$ cat config.mk
export PLATFORM = sky130hd
export DESIGN_NAME = prefetch_serializer
export DESIGN_NICKNAME = d
export VERILOG_FILES = /design/src/rtl/prefetch_pkg.sv /design/src/rtl/prefetch_ctrl.sv /design/src/rtl/prefetch_shreg.sv /design/src/rtl/prefetch_serializer.sv
export SDC_FILE = /design/constraint.sdc
export NUM_CORES = 1
export LEC_CHECK = 0
export BUFFER_PORTS_ARGS = -buffer_cell sky130_fd_sc_hd__buf_2
export CORE_MARGIN = 2
export CORE_UTILIZATION = 50
export DETAILED_ROUTE_END_ITERATION = 8
export GPL_ROUTABILITY_DRIVEN = 0
export GPL_TIMING_DRIVEN = 0
export HOLD_SLACK_MARGIN = 0.12
export PLACE_DENSITY = 0.86
export SYNTH_ARGS = -nofsm -noshare
export SYNTH_HDL_FRONTEND = slang
export SYNTH_HIERARCHICAL = 1
export SYNTH_SLANG_ARGS = --single-unit
$ cat constraint.sdc
create_clock -name clk_i -period 3 [get_ports clk_i]
set_input_delay 0 -clock clk_i [delete_from_list [all_inputs] [get_ports clk_i]]
set_output_delay 0 -clock clk_i [all_outputs]
set_load 0.03 [all_outputs]
$ cat src/rtl/prefetch_pkg.sv
package prefetch_pkg;
  typedef enum logic {ST_IDLE = 1'b0, ST_BURST = 1'b1} burst_state_e;

  function automatic bit depth_ok(int d);
    return (d == 2) || (d == 4) || (d == 8);
  endfunction
endpackage

$ cat src/rtl/prefetch_ctrl.sv
module prefetch_ctrl
  import prefetch_pkg::*;
#(
  parameter int DEPTH = 4,
  parameter int COL_W = 8,
  localparam int CNT_W = $clog2(DEPTH)
) (
  input  logic             clk_i,
  input  logic             rst_ni,
  input  logic             req_i,
  input  logic [COL_W-1:0] base_col_i,
  output logic             load_o,
  output logic             shift_o,
  output logic             valid_o,
  output logic             last_o,
  output logic             ready_o,
  output logic [COL_W-1:0] beat_col_o
);
  localparam logic [CNT_W-1:0] CNT_MAX = CNT_W'(DEPTH - 1);

  burst_state_e     state_q;
  logic [CNT_W-1:0] cnt_q;
  logic [COL_W-1:0] base_q;

  assign valid_o    = (state_q == ST_BURST);
  assign last_o     = valid_o && (cnt_q == CNT_MAX);
  assign ready_o    = !valid_o || last_o;
  assign load_o     = req_i && ready_o;
  assign shift_o    = valid_o && !load_o;
  assign beat_col_o = base_q | COL_W'(cnt_q);

  always_ff @(posedge clk_i or negedge rst_ni) begin
    if (!rst_ni) begin
      state_q <= ST_IDLE;
      cnt_q   <= '0;
      base_q  <= '0;
    end else if (load_o) begin
      state_q <= ST_BURST;
      cnt_q   <= '0;
      base_q  <= base_col_i;
    end else if (last_o) begin
      state_q <= ST_IDLE;
      cnt_q   <= '0;
    end else if (valid_o) begin
      cnt_q   <= cnt_q + 1'b1;
    end
  end

  // burst stays up until the final beat
  assert_burst_len_R2: assert property (@(posedge clk_i) disable iff (!rst_ni)
    (valid_o && !last_o) |=> valid_o);

  assert_col_ascend_R3: assert property (@(posedge clk_i) disable iff (!rst_ni)
    (valid_o && !last_o) |=> (beat_col_o == $past(beat_col_o) + COL_W'(1)));

  assert_last_col_R4: assert property (@(posedge clk_i) disable iff (!rst_ni)
    last_o |-> (&beat_col_o[CNT_W-1:0]));

  assert_gapless_R6: assert property (@(posedge clk_i) disable iff (!rst_ni)
    (last_o && req_i) |=> (valid_o && beat_col_o[CNT_W-1:0] == '0));
endmodule

$ cat src/rtl/prefetch_shreg.sv
module prefetch_shreg #(
  parameter int DEPTH = 4,
  parameter int IO_W  = 8,
  localparam int WORD_W = DEPTH * IO_W
) (
  input  logic              clk_i,
  input  logic              rst_ni,
  input  logic              load_i,
  input  logic              shift_i,
  input  logic [WORD_W-1:0] word_i,
  output logic [IO_W-1:0]   head_o
);
  logic [IO_W-1:0] lane_q [DEPTH];

  for (genvar g = 0; g < DEPTH; g++) begin : g_lane
    logic [IO_W-1:0] next_in;
    if (g == DEPTH - 1) begin : g_top
      assign next_in = '0;
    end else begin : g_mid
      assign next_in = lane_q[g+1];
    end

    always_ff @(posedge clk_i or negedge rst_ni) begin
      if (!rst_ni)      lane_q[g] <= '0;
      else if (load_i)  lane_q[g] <= word_i[g*IO_W +: IO_W];
      else if (shift_i) lane_q[g] <= next_in;
    end
  end

  assign head_o = lane_q[0];

  assert_load_head_R3: assert property (@(posedge clk_i) disable iff (!rst_ni)
    load_i |=> (head_o == $past(word_i[IO_W-1:0])));
endmodule

$ cat src/rtl/prefetch_serializer.sv
module prefetch_serializer
  import prefetch_pkg::*;
#(
  parameter int IO_W  = 8,
  parameter int DEPTH = 4,
  parameter int COL_W = 8,
  localparam int WORD_W = DEPTH * IO_W
) (
  input  logic              clk_i,
  input  logic              rst_ni,
  input  logic              rd_i,
  input  logic [COL_W-1:0]  col_i,
  output logic              ready_o,
  output logic [COL_W-1:0]  fetch_col_o,
  input  logic [WORD_W-1:0] core_data_i,
  output logic [IO_W-1:0]   data_o,
  output logic              valid_o,
  output logic              last_o,
  output logic [COL_W-1:0]  beat_col_o
);
  localparam logic [COL_W-1:0] ALIGN_MASK = ~COL_W'(DEPTH - 1);

  logic            load, shift;
  logic [IO_W-1:0] head;

  initial assert (depth_ok(DEPTH)) else $error("DEPTH must be 2, 4 or 8");

  assign fetch_col_o = col_i & ALIGN_MASK;

  prefetch_ctrl #(.DEPTH(DEPTH), .COL_W(COL_W)) u_ctrl (
    .clk_i      (clk_i),
    .rst_ni     (rst_ni),
    .req_i      (rd_i),
    .base_col_i (fetch_col_o),
    .load_o     (load),
    .shift_o    (shift),
    .valid_o    (valid_o),
    .last_o     (last_o),
    .ready_o    (ready_o),
    .beat_col_o (beat_col_o)
  );

  prefetch_shreg #(.DEPTH(DEPTH), .IO_W(IO_W)) u_shreg (
    .clk_i   (clk_i),
    .rst_ni  (rst_ni),
    .load_i  (load),
    .shift_i (shift),
    .word_i  (core_data_i),
    .head_o  (head)
  );

  assign data_o = valid_o ? head : '0;

  assert_hold_off_R5: assert property (@(posedge clk_i) disable iff (!rst_ni)
    !ready_o |-> valid_o);

  assert_accept_start_R2: assert property (@(posedge clk_i) disable iff (!rst_ni)
    (rd_i && ready_o) |=> (valid_o && beat_col_o == $past(fetch_col_o)));
endmodule

==> results.txt <==
The flow ran to the end, and the final reports show no timing, DRC or antenna violations. The synthesized netlist contains 25 unique library cells. In this run the static leakage power is 1.63 nW.

For this block, the initial DRC count from the detailed router was 109. The share of final-layout standard cells stronger than drive strength 1 works out to 36.0%. The residual DRC count is 0, and the via count of the first global-routing pass is 1841. Post-CTS timing repair inserted 0 buffers for setup.

In this run, synthesis produced a sequential element count of 43. The tools report the final net count as 354. The total number of cells along the worst setup path was 9; the total number of clock tree sinks was 43.

Setup violations remaining at the end of the flow were counted as 0. Max-cap violations in this run came to 0. The die is 69.8 um wide. CTS placed an instance of clkbuf_8 at the clock tree root.

The signal arrival time at the worst endpoint was 1940 ps. Area share of the largest cell type after synthesis: 49.8%. The largest total area in the synthesized netlist belongs to dfrtp_1. The die footprint was 4870 um2; the critical path's largest stage delay was 410 ps. The hold violation count in the final report was 0; the sum of net half-perimeters after detailed placement was 3.21 mm. The layout overhead on the synthesized area is 41.6%, and the maximum resistive drop on vdd is 0.496 mV. After detailed routing, the number of vias per cell comes to 4.88. For the worst-skew pair, the clock arrives at the later sink with an insertion delay of 290 ps. During I/O placement, the number of pins put on the boundary was 70. The number of standard cells after synthesis was 195; the maximum clock frequency was 564 MHz. Summing the sequential cell areas from Yosys gives 49.8% of the chip area. The max-slew headroom at the worst pin was 36.5%; the initial antenna violation count was 0.

The tools report the CTS H-tree depth as 2. The path class of the tightest hold or removal check is input pin to asynchronous set/reset pin. Of the available clock period, the critical path in the final layout requires 59.1%.

The number of buffers added by the clock tree synthesis step came out at 5. The number of nets with antenna violations after routing is 0, and the clock edge transition at the registers on the reported setup and hold paths is 80 ps. The clock passes through at most 2 buffers. The global-route wire length before repair was 8.34 mm.

The buffers plus inverters on the worst setup path works out to 4. Dividing the synthesized area by the synthesized cell count gives 11.1 um2. The average detailed-routed wire length per instance is 14.1 um, and the power consumption is 0.00276 W.

The cell that appears most often on the critical path is buf_4. The run gives 7.80 ps as the worst setup skew after layout. The floorplan die height is 69.8 um, and the number of vias in the routed layout is 1761. The overall track demand over capacity in global routing is 21.6%.

The transition at the pin with the smallest max-transition slack came out at 952 ps. Once layout is complete, the utilization of the core stands at 74.9%. The Yosys step of the flow raised 6 warnings. Setup repair after global routing left no endpoint under its margin. Data on the critical path is required at its endpoint by 3170 ps.

The time the final worst path needs with I/O delays and setup is 1770 ps. Summed over all layers, the global routing overflow is 0. The critical path is of the register to register type. For this design the ratio of total power to cell area is 900 nW/um2. In this run the tool buffered the top-level ports with 65 buffer cells. After floorplanning, the core was divided into 23 placement rows.

Sort of element at the end of the critical path: a register. The routed design has 5.08 mm of wire. The largest fanout on the critical path is 10, and the post-synthesis instance area is 2160 um2. Grouping stages by cell kind, the critical path spends the most delay in buffers and inverters. In the post-synthesis netlist, the biggest area contributors are dfrtp_1 (50%), mux2i_1 (11%), o21ai_1 (6.3%). The worst setup path is launched from a register. Traced cell by cell, the critical path runs through ha_1 > nand2b_4 > nand2_8 > inv_1 > buf_4 > buf_6 > buf_4 > nand2_1 > o21ai_1.

TritonCTS built the clock tree. The setup TNS was 0 ps; the length in cells of the worst reg-to-reg path was 9. The length of the first detailed-routing pass in iterations was 4; the max-slew violation count was 0.

The core region is 4090 um2. The slowest library cell on the worst path was dfrtp_1. For the maximum number of pins on one net before global-route repair, the log shows 44.

Counting the fill cells in the layout gives 281. 0 antenna diodes ended up in the layout. For the starting utilization of the core area, the log shows 52.9%.
## where the power goes
group,internal (W),total (W),switching [W]
clock network,0.000210,0.000400,0.000190
logic,0.000652,0.00140,0.000744
registers,0.000810,0.000960,0.000150
## metrics by stage
stage	setup slack, ps	instances	area, um2	hold WS, ps
finish	1230	361	3060	401
global route	1120	361	3060	468
CTS	1230	361	3060	419
detailed placement	1240	313	2560	197
global placement	1290	313	2560	199
floorplan	1300	198	2170	-296
## cell usage in the layout (no fill, tap or decap), drive strengths merged
master and n:
buf 89, dfrtp 43, dlygate4sd3 40, nand2 34, o21ai 33, mux2i 24, and2 9, clkbuf 9
mux2 8, nand2b 8, conb 4, inv 2, or2 2, nor2 2, a21boi 1, or2b 1
ha 1, a22o 1
## synthesized netlist by cell type
cell type  count
dfrtp_1       43
nand2_1       33
o21ai_1       27
mux2i_1       24
buf_4         16
and2_1         8
mux2_4         8
nand2b_1       7
buf_6          5
o21ai_0        4
buf_12         2
inv_1          2
nor2_1         2
o21ai_2        2
or2_2          2
a21boi_0       1
a22o_1         1
and2_2         1
buf_2          1
clkbuf_2       1
conb_1         1
ha_1           1
nand2_8        1
nand2b_4       1
or2b_1         1
## registers in the layout (all words and copies together) (netlist names)
name                    cells
u_ctrl/cnt_q                2
u_ctrl/valid_o              1
u_ctrl/base_q               8
u_shreg/g_lane.next_in     24
u_shreg/head_o              8
## metal layers
layer	vias to the layer above	routed length (um)	GRT usage (%)
met5	-	0	0
met4	0	142	9.40
met3	15	144	2.76
met2	45	2660	37.9
met1	838	2140	26.5
li1	863	-	-
## cell type report
type | count | area, um2 | share of cell area (%)
Multi-Input combinational cell | 128 | 863 | 28.2
Buffer | 25 | 226 | 7.40
Tap cell | 50 | 62.6 | 2.04
Inverter | 2 | 7.51 | 0.245
Sequential cell | 43 | 1080 | 35.1
Clock buffer | 8 | 100 | 3.27
Timing Repair Buffer | 105 | 726 | 23.7
## cell families after synthesis
family | Yosys count | share of synthesized area, %
multiplexers | 32 | 16.7
AND/OR/NAND/NOR | 56 | 13.3
buffers and inverters | 27 | 10.8
other | 1 | 0.173
adder cells (fa/ha/maj) | 1 | 0.579
AO/OA/AOI/OAI | 35 | 8.74
flip-flops | 43 | 49.8
## worst paths after layout
path,start,end,slack (ps)
max reg2reg,u_ctrl/cnt_q[0]$_DFFE_PN0P_,u_shreg/head_o[1]$_DFFE_PN0P_,1230
min,rst_ni,u_ctrl/base_q[2]$_DFFE_PN0P_,400
min in group clk_i,core_data_i[16],u_shreg/g_lane[1].next_in[0]$_DFFE_PN0P_,450
max in group asynchronous,rst_ni,u_shreg/g_lane[2].next_in[4]$_DFFE_PN0P_,2000
min reg2reg,u_ctrl/base_q[0]$_DFFE_PN0P_,u_ctrl/base_q[0]$_DFFE_PN0P_,520
max,u_ctrl/cnt_q[0]$_DFFE_PN0P_,u_shreg/head_o[1]$_DFFE_PN0P_,1230
## repair_timing
item | CTS | global route
resized for setup | 0 | 0
hold buffers | 40 | 0
hold endpoints to repair | 83 | 0
Note: power is estimated with default switching activity, not from simulation.
